### src/rtl/tmr_pkg.sv
package tmr_pkg;

    typedef enum logic [1:0] {
        ST_COUNT  = 2'd0,
        ST_WRAP   = 2'd1,
        ST_RELOAD = 2'd2
    } tmr_state_e;

    typedef enum logic [1:0] {
        SEL_HOLD = 2'd0,
        SEL_WR   = 2'd1,
        SEL_INC  = 2'd2,
        SEL_MOD  = 2'd3
    } cnt_sel_e;

endpackage

### src/rtl/tmr_mod_latch.sv
module tmr_mod_latch #(
    parameter int W = 8
) (
    input  logic         clk,
    input  logic         rst_n,
    input  logic         mod_wr,
    input  logic [W-1:0] mod_wdata,
    output logic [W-1:0] mod_eff
);

    logic [W-1:0] mod_r;

    always_ff @(posedge clk or negedge rst_n) begin
        if (!rst_n) begin
            mod_r <= '0;
        end else if (mod_wr) begin
            mod_r <= mod_wdata;
        end
    end

    // Transparent view: a write is visible before it is stored.
    always_comb begin
        mod_eff = mod_wr ? mod_wdata : mod_r;
    end

endmodule

### src/rtl/tmr_cnt_path.sv
module tmr_cnt_path
    import tmr_pkg::*;
#(
    parameter int W = 8
) (
    input  logic         clk,
    input  logic         rst_n,
    input  cnt_sel_e     sel,
    input  logic [W-1:0] wdata,
    input  logic [W-1:0] mod_eff,
    output logic [W-1:0] cnt,
    output logic         at_max
);

    logic [W-1:0] cnt_nxt;

    always_comb begin
        cnt_nxt = cnt;
        unique case (sel)
            SEL_HOLD: cnt_nxt = cnt;
            SEL_WR:   cnt_nxt = wdata;
            SEL_INC:  cnt_nxt = cnt + W'(1);
            SEL_MOD:  cnt_nxt = mod_eff;
            default:  cnt_nxt = cnt;
        endcase
    end

    always_ff @(posedge clk or negedge rst_n) begin
        if (!rst_n) begin
            cnt <= '0;
        end else begin
            cnt <= cnt_nxt;
        end
    end

    always_comb begin
        at_max = &cnt;
    end

endmodule

### src/rtl/tmr_seq_fsm.sv
module tmr_seq_fsm
    import tmr_pkg::*;
(
    input  logic       clk,
    input  logic       rst_n,
    input  logic       stb,
    input  logic       inc,
    input  logic       cnt_wr,
    input  logic       mod_wr,
    input  logic       at_max,
    output tmr_state_e state,
    output cnt_sel_e   sel,
    output logic       irq
);

    tmr_state_e state_nxt;
    logic       irq_set;
    logic       cnt_rules_wr;
    logic       cnt_rules_inc;

    // Ordinary counting rules, shared by Counting and the reload cycle's exit.
    always_comb begin
        cnt_rules_wr  = cnt_wr;
        cnt_rules_inc = !cnt_wr && stb && inc;
    end

    // Next-state logic
    always_comb begin
        state_nxt = state;
        unique case (state)
            ST_COUNT: begin
                if (cnt_rules_inc && at_max) state_nxt = ST_WRAP;
            end
            ST_WRAP: begin
                if (stb)         state_nxt = ST_RELOAD;
                else if (cnt_wr) state_nxt = ST_COUNT;
            end
            ST_RELOAD: begin
                if (stb) begin
                    if (cnt_rules_inc && at_max) state_nxt = ST_WRAP;
                    else                         state_nxt = ST_COUNT;
                end
            end
            default: state_nxt = ST_COUNT;
        endcase
    end

    // Output logic: counter source select and interrupt request
    always_comb begin
        sel     = SEL_HOLD;
        irq_set = 1'b0;
        unique case (state)
            ST_COUNT: begin
                if (cnt_rules_wr)       sel = SEL_WR;
                else if (cnt_rules_inc) sel = SEL_INC;
            end
            ST_WRAP: begin
                if (stb) begin
                    sel     = SEL_MOD;
                    irq_set = 1'b1;
                end else if (cnt_wr) begin
                    sel = SEL_WR;
                end
            end
            ST_RELOAD: begin
                if (stb) begin
                    if (cnt_rules_wr)       sel = SEL_WR;
                    else if (cnt_rules_inc) sel = SEL_INC;
                end else if (mod_wr) begin
                    sel = SEL_MOD;
                end
            end
            default: sel = SEL_HOLD;
        endcase
    end

    // State register
    always_ff @(posedge clk or negedge rst_n) begin
        if (!rst_n) begin
            state <= ST_COUNT;
            irq   <= 1'b0;
        end else begin
            state <= state_nxt;
            irq   <= irq_set;
        end
    end

    AST_IRQ_ONE_CLOCK: assert property (@(posedge clk) disable iff (!rst_n)
        irq |=> !irq);

    AST_IRQ_IN_RELOAD: assert property (@(posedge clk) disable iff (!rst_n)
        irq |-> (state == ST_RELOAD));

    AST_RESET_STATE: assert property (@(posedge clk)
        !rst_n |-> (state == ST_COUNT && !irq));

endmodule

### src/rtl/tmr_reload_top.sv
module tmr_reload_top
    import tmr_pkg::*;
#(
    parameter int W = 8
) (
    input  logic         clk,
    input  logic         rst_n,
    input  logic         mcyc_stb,
    input  logic         inc_pulse,
    input  logic         cnt_wr,
    input  logic [W-1:0] cnt_wdata,
    input  logic         mod_wr,
    input  logic [W-1:0] mod_wdata,
    output logic [W-1:0] cnt_q,
    output logic [W-1:0] mod_q,
    output logic         irq_pulse
);

    localparam logic [W-1:0] CNT_MAX = '1;

    tmr_state_e   state;
    cnt_sel_e     sel;
    logic         at_max;
    logic [W-1:0] mod_eff;
    logic [W-1:0] cnt;
    logic         irq;

    tmr_mod_latch #(.W(W)) u_mod (
        .clk       (clk),
        .rst_n     (rst_n),
        .mod_wr    (mod_wr),
        .mod_wdata (mod_wdata),
        .mod_eff   (mod_eff)
    );

    tmr_cnt_path #(.W(W)) u_cnt (
        .clk     (clk),
        .rst_n   (rst_n),
        .sel     (sel),
        .wdata   (cnt_wdata),
        .mod_eff (mod_eff),
        .cnt     (cnt),
        .at_max  (at_max)
    );

    tmr_seq_fsm u_fsm (
        .clk    (clk),
        .rst_n  (rst_n),
        .stb    (mcyc_stb),
        .inc    (inc_pulse),
        .cnt_wr (cnt_wr),
        .mod_wr (mod_wr),
        .at_max (at_max),
        .state  (state),
        .sel    (sel),
        .irq    (irq)
    );

    always_comb begin
        cnt_q     = cnt;
        mod_q     = mod_eff;
        irq_pulse = irq;
    end

    AST_WRAP_READS_ZERO: assert property (@(posedge clk) disable iff (!rst_n)
        (state == ST_WRAP) |-> (cnt_q == '0));

    AST_NO_OVERFLOW: assert property (@(posedge clk) disable iff (!rst_n)
        (state == ST_COUNT && mcyc_stb && inc_pulse && !cnt_wr && cnt_q != CNT_MAX)
        |=> (cnt_q == $past(cnt_q) + W'(1) && !irq_pulse));

    AST_CANCEL_IN_WRAP: assert property (@(posedge clk) disable iff (!rst_n)
        (state == ST_WRAP && !mcyc_stb && cnt_wr)
        |=> (cnt_q == $past(cnt_wdata) && state == ST_COUNT));

    AST_RELOAD_DROPS_WR: assert property (@(posedge clk) disable iff (!rst_n)
        (state == ST_RELOAD && !mcyc_stb && cnt_wr && !mod_wr)
        |=> $stable(cnt_q));

    AST_RELOAD_NEW_MOD: assert property (@(posedge clk) disable iff (!rst_n)
        (state == ST_WRAP && mcyc_stb && mod_wr)
        |=> (cnt_q == $past(mod_wdata) && irq_pulse));

    AST_INC_NEEDS_STB: assert property (@(posedge clk) disable iff (!rst_n)
        (state == ST_COUNT && !mcyc_stb && !cnt_wr) |=> $stable(cnt_q));

endmodule

### config.mk
export PLATFORM = sky130hd
export DESIGN_NAME = tmr_reload_top
export DESIGN_NICKNAME = d
export VERILOG_FILES = /design/src/rtl/tmr_pkg.sv /design/src/rtl/tmr_mod_latch.sv /design/src/rtl/tmr_cnt_path.sv /design/src/rtl/tmr_seq_fsm.sv /design/src/rtl/tmr_reload_top.sv
export SDC_FILE = /design/constraint.sdc
export NUM_CORES = 1
export LEC_CHECK = 0
export BUFFER_PORTS_ARGS = -buffer_cell sky130_fd_sc_hd__clkbuf_2
export CORE_MARGIN = 2
export CORE_UTILIZATION = 43
export DETAILED_ROUTE_END_ITERATION = 12
export GPL_TIMING_DRIVEN = 0
export HOLD_SLACK_MARGIN = 0.02
export PLACE_DENSITY = 0.74
export SYNTH_ARGS = -nofsm -noshare
export SYNTH_HDL_FRONTEND = slang
export SYNTH_SLANG_ARGS = --single-unit
### constraint.sdc
create_clock -name clk -period 1.6 [get_ports clk]
set_clock_uncertainty 0.1 [all_clocks]
set_input_delay 0.32 -clock clk [delete_from_list [all_inputs] [get_ports clk]]
set_output_delay 0.32 -clock clk [all_outputs]
set_load 0.005 [all_outputs]
==> results of run 1 <==
-- repair_timing --
item	in CTS	in global routing
buffers inserted	10	4
pin swaps	13	6
endpoints found under the setup margin	14	9
gates resized for setup	22	13
hold buffers	1	0
endpoints found under the hold margin	19	0
-- metal layers --
metal | up-vias | GRT usage, %
li1 | 484 | -
met1 | 481 | 27.1
met2 | 23 | 40.2
met3 | 2 | 3.61
met4 | 0 | 3.75
met5 | - | 0
-- flip-flops by register name, indices dropped and copies added, names as in the netlist --
signal	flops
u_mod.mod_r	8
u_fsm.state	2
u_fsm.irq	1
u_cnt.cnt	8
-- per-stage QoR --
stage          TNS [ns]  std cells  utilization (%)  worst slack [ns]
3_5_place_dp      -3.01        165             54.6            -0.397
5_1_grt           -1.77        183             66.4            -0.269
3_3_place_gp      -2.61        165             54.6            -0.315
4_1_cts           -1.49        179             63.5            -0.207
6_report          -1.23        183             66.4            -0.206
2_1_floorplan    -0.330         97                -           -0.0937
-- where the power goes --
part           internal [uW]  switching (uW)
logic                    160             143
registers                526            52.4
clock network           92.9             154
total                    778             349
-- kinds of logic (layout without fill, tap and decap cells) --
kind of cell             Yosys count  in the layout  share of synthesized area [%]
AND/OR/NAND/NOR                   34             34                           18.5
XOR/XNOR                           2              2                           1.62
buffers and inverters              4             60                           3.01
flip-flops                        19             19                           44.0
multiplexers                      10             10                           10.8
AO/OA/AOI/OAI                     27             27                           20.9
adder cells (fa/ha/maj)            1              1                           1.16
-- Yosys cell counts --
cell type  count  area share (%)
nor3_1         5             2.3
and3_1         2             1.2
and2_1         2             1.2
a211oi_1       3             2.1
and3b_1        1            0.81
o21bai_1       1            0.70
a22oi_1        2             1.4
buf_6          2             2.1
a211oi_4       1             1.9
a32oi_1        1            0.81
a21o_1         2             1.4
o21a_1         1            0.70
mux2_2         9             9.4
and4bb_4       1             1.5
nand3_1        2            0.93
a311o_1        1            0.93
nand2b_1       1            0.58
dfrtp_1       19              44
nor3b_2        1             1.2
nor2_1         9             3.1
and4_1         1            0.81
a2111oi_0      1            0.81
buf_2          2            0.93
o21ai_0        2            0.93
nor4b_1        1            0.81
or2_2          1            0.58
a21oi_1        4             1.9
nand2_2        1            0.58
o2bb2ai_1      1            0.81
a32o_1         2             1.9
a41o_1         1            0.93
nand4_1        1            0.58
o2bb2a_4       1             1.9
xnor2_1        2             1.6
mux2_4         1             1.4
ha_1           1             1.2
or4_4          1             1.0
nand2_1        4             1.4
o21ai_2        1            0.81
a31oi_1        2             1.2
-- worst max-delay path by stage --
stage / endpoint / slack (ns) / cells past startpoint
floorplan: u_cnt.cnt[4] / -0.09 / 6
global placement: u_cnt.cnt[4] / -0.32 / 6
detailed placement: u_cnt.cnt[3] / -0.40 / 6
CTS: u_cnt.cnt[4] / -0.21 / 6
global route: u_cnt.cnt[4] / -0.27 / 6
finish: u_cnt.cnt[3] / -0.21 / 6
-- cells in the final DEF, fill, tap and decap left out, drive strengths merged, types with 2 or more instances in the layout --
cell	netlist	final
nor3	5	5
nand2	5	5
o21ai	3	3
and2	2	2
a31oi	2	2
dfrtp	19	19
nor2	9	9
and3	2	2
a211oi	4	4
clkbuf	0	41
a32o	2	2
xnor2	2	2
a22oi	2	2
nand3	2	2
mux2	10	10
a21oi	4	4
a21o	2	2
buf	4	17
-- cell type report --
type	count	area, sq um	share of cell area, %
Clock buffer	3	22.5	1.39
Sequential cell	19	478	29.6
Tap cell	30	37.5	2.32
Multi-Input combinational cell	74	711	44.0
Timing Repair Buffer	53	328	20.3
Buffer	3	33.8	2.09
Clock inverter	1	5.00	0.310
-- worst max-delay path, cell delays in order (launching register included) --
cell	delay [ns]
dfrtp_1	0.43
and3b_2	0.25
buf_12	0.14
a32o_2	0.27
a311o_1	0.32
a21oi_4	0.14
nor3_2	0.05
==> key figures, run 1 <==
Worst setup path
  • Worst r2r dst: u_cnt.cnt[3]
  • R2R setup slack: -0.21 ns
  • Crit path kind: reg2reg
  • Worst EP required: 1.69 ns
  • RR Startpoint: u_fsm.state[0]
  • Maximum fanout along the worst path: 6
  • Setup crit start: u_fsm.state[0]
  • Startpoint Class: flop
  • R2R cell count: 6
  • Worst Path Arrival: 1.89 ns
  • Worst Setup End Kind: flop

Logic synthesis
  • Mapped Cells: 97
  • Mapped cell area: 1080 sq um
  • Register bit count reported by yosys: 19
  • Synth cell types: 40
  • Post-synthesis average cell area: 11.1 sq um
  • Yosys warnings: 0
  • Seq/Total Area, Yosys: 44.0%
  • Syn Nets: 120

Worst hold path
  • Hold EP: u_mod.mod_r[5]
  • HP Start: mod_wdata[5]
  • Hold Path Class: in2reg
  • Hold path depth: 2

Cells and area
  • Final #Nets: 177
  • Fraction of layout cells with a size suffix above 1: 64.1%
  • P&R area growth vs syn: 49.6%
  • Final Instance Area: 1620 sq um
  • Filler instances: 199
  • Diode count: 0

Clocking
  • CTS Buf Count: 3
  • CTS root buf: clkbuf_4
  • Worst-path clk slew: 0.11 ns
  • Clk sink count: 19
  • H-tree Lvls: 1
  • Max Buffers Root-to-Sink: 2
  • CTS tree: built
  • Clock latency on the worst-skew pair: 0.29 ns

Status
  • Status: finished with violations
  • Failing checks: negative setup slack

Power and ir drop
  • Pleak: 0.000742 uW
  • PD cells: 698 nW/um^2
  • Final Total Pwr: 1130 uW
  • Peak VDD IR: 457 uV

Die
  • Die Y: 54.1 um
  • Die area: 2930 sq um
  • IO Count: 39
  • Core area: 2430 sq um
  • Num rows: 18
  • Initial core utilization: 44.4%
  • Die width: 54.1 um

Place
  • Placed Area: 1330 sq um
  • Final HPWL DP: 1940 um
  • I/O Buffers: 38
  • Final estimated routing congestion in global placement: 0.838

GRT
  • Antenna violations before repair: 0
  • Congestion Overflow GR: 0
  • First-pass GRT wire length: 4600 um
  • Vias in the first global route: 1004
  • Largest net degree at the start of global routing: 20
  • All-Layer GR Usage: 21.9%

Timing
  • Hold Fails Final Rpt: 0
  • Fmax achieved: 554 MHz
  • Max Transition Viols Final: 0
  • Setup Viol. Count Final: 8
  • Hold WS: 0.184 ns
  • Relative slew slack: 67.3%
  • Crit path time final: 1.81 ns
  • Least-Margin Pin Slew: 0.491 ns
  • Setup ws final: -0.206 ns
  • Tcrit/Tclk final: 113%
  • RSZ-0062 raised after global routing: true

Routing
  • Routed WL per cell: 15.5 um
  • Met2 routed WL: 1510 um
  • Routed vias: 990
  • Metal3 WL: 143 um
  • Initial drt markers: 8
  • Highest routed layer: met4
  • Routed met1 length: 1180 um
  • Routed wire length: 2840 um
  • DRT Pass-1 Iters: 3
  • DRC: 0
  • Post-route ant nets: 0
  • Vias/cell: 5.41

Run
  • Max_cap viols: 0
(Power assumes the default switching activity.)
==> inputs of run 2 (changes only) <==
--- a/config.mk
+++ b/config.mk
@@ -15,3 +15,4 @@
 export SYNTH_ARGS = -nofsm -noshare
 export SYNTH_HDL_FRONTEND = slang
 export SYNTH_SLANG_ARGS = --single-unit
+export TNS_END_PERCENT = 5
==> run 2 against run 1 <==
  * The run still ends with negative setup slack left
  * Non-clock buffer count shrank 2
  * Cell count decreased by 1.1%
  * Sequential share of layout area is 2.2 points higher
  * Global-route usage fell by 1.3 points
  * Setup slack got worse by 0.020 ns
  * Clock-buffer cell count up 1
  * Die area is the same
  * Critical path depth unchanged
  * Combinational power down 13%
  * Sequential power decreased by 1%
  * Routed wire length fell by 7.1%
==> key figures, run 2 (synthesis results as in run 1) <==
Status
  • Status: finished with violations
  • Failing checks: negative setup slack

Timing
  • Tcrit/Tclk final: 114%
  • Setup ws final: -0.225 ns
  • Fmax achieved: 548 MHz
  • Hold Fails Final Rpt: 0
  • Least-Margin Pin Slew: 0.472 ns
  • Max Transition Viols Final: 0
  • RSZ-0062 raised after global routing: true
  • Hold WS: 0.190 ns
  • Relative slew slack: 68.5%
  • Crit path time final: 1.83 ns
  • Setup Viol. Count Final: 13

Power and ir drop
  • Pleak: 0.000718 uW
  • Peak VDD IR: 443 uV
  • PD cells: 719 nW/um^2

Worst setup path
  • Worst Setup End Kind: flop
  • Worst Path Arrival: 1.91 ns
  • Crit path kind: reg2reg
  • CP delay by family, top: simple AND/OR/NAND/NOR gates
  • Startpoint Class: flop
  • Worst path slowest cell: or4_4
  • Worst-path cell chain: and4bb_4, a211oi_4, buf_6, or4_4, o21ai_2, nor3_2
  • Maximum fanout along the worst path: 5
  • Crit-path max cell delay: 0.50 ns
  • Worst EP required: 1.68 ns
  • WP buf/inv: 1

Routing
  • Routed WL per cell: 14.6 um
  • Routed vias: 1015
  • Initial drt markers: 17
  • Vias/cell: 5.61
  • Routed wire length: 2640 um
  • DRT Pass-1 Iters: 4
  • Post-route ant nets: 0
  • DRC: 0

Die
  • Num rows: 18
  • Core area: 2430 sq um
  • Die Y: 54.1 um
  • Die area: 2930 sq um
  • Initial core utilization: 44.4%
  • Die width: 54.1 um
  • IO Count: 39

GRT
  • Congestion Overflow GR: 0
  • Antenna violations before repair: 0
  • First-pass GRT wire length: 4330 um
  • Largest net degree at the start of global routing: 20
  • Vias in the first global route: 1005
  • All-Layer GR Usage: 20.6%

Cells and area
  • Final #Nets: 175
  • Footprint of the multi-input gates: 627 sq um
  • Final Non-Filler Cells: 181
  • Filler instances: 212
  • Register area: 477 sq um
  • Biggest regs: u_cnt.cnt: 8 flops, u_mod.mod_r: 8 flops, u_fsm.state: 2 flops
  • Diode count: 0
  • Fraction of layout cells with a size suffix above 1: 56.3%
  • Most common cell after layout, fill and taps aside: clkbuf_2
  • P&R area growth vs syn: 38.8%
  • Commonest cells after routing, fill and taps aside: clkbuf_2, dfrtp_1, buf_4

Run
  • Max_cap viols: 0

Clocking
  • CTS root buf: clkbuf_4
  • CTS tree: built
  • H-tree Lvls: 1
  • Clk sink count: 19
  • CTS Buf Count: 3
  • Worst-path clk slew: 0.10 ns
  • Max Buffers Root-to-Sink: 2
  • Clock latency on the worst-skew pair: 0.29 ns

Place
  • Placed insts: 165
  • I/O Buffers: 38
  • Final HPWL DP: 1900 um
  • Final estimated routing congestion in global placement: 0.780

Worst hold path
  • Hold Path Class: in2reg
==> run 2: layout make-up <==
class	count	share of cell area [%]
well taps	30	2.50
flip-flops and latches	19	31.8
repair buffers	50	19.6
plain buffers	4	2.50
multi-input cells	74	41.8
clock buffers	4	1.75
==> run 2: metal layers <==
layer | track usage (%) | wire length, um
met5 | 0 | 0
met1 | 24.9 | 1060
met2 | 37.4 | 1360
met3 | 2.78 | 149
met4 | 6.67 | 70
==> run 2: worst paths after layout <==
kind                                start             end  depth (start not counted)  slack, ns
hold reg to reg            u_mod.mod_r[4]  u_mod.mod_r[4]                          1       0.42
min in group asynchronous           rst_n       u_fsm.irq                          2       0.40
setup reg to reg           u_fsm.state[0]    u_cnt.cnt[4]                          6      -0.23
hold / removal               mod_wdata[1]  u_mod.mod_r[1]                          2       0.19
setup / recovery           u_fsm.state[0]    u_cnt.cnt[4]                          6      -0.23
max in group asynchronous           rst_n  u_fsm.state[0]                          2       0.65
==> run 2: timing repair <==
action,CTS,global route
pin swaps,7,5
buffers inserted,8,3
endpoints found under the setup margin,14,14
gates resized for setup,14,4
hold buffers,1,0
endpoints found under the hold margin,19,0
==> run 2: report_power, final <==
part	internal [uW]	switching (uW)	total (uW)	leakage (uW)
logic	138	126	265	0.000479
clock network	97.1	146	243	0.0000150
registers	525	45.6	570	0.000225
==> run 2: stage by stage <==
| step | util (%) | total power, uW | area [sq um] | setup WS (ns) | TNS [ns] |
|---|---|---|---|---|---|
| 2_1_floorplan | - | 699 | 1090 | -0.0938 | -0.371 |
| 5_1_grt | 61.6 | 1140 | 1500 | -0.269 | -2.10 |
| 4_1_cts | 60.1 | 1080 | 1460 | -0.245 | -1.73 |
| 6_report | 61.6 | 1080 | 1500 | -0.225 | -1.42 |
| 3_3_place_gp | 54.1 | 805 | 1320 | -0.266 | -2.22 |
| 3_5_place_dp | 54.1 | 815 | 1320 | -0.337 | -2.66 |
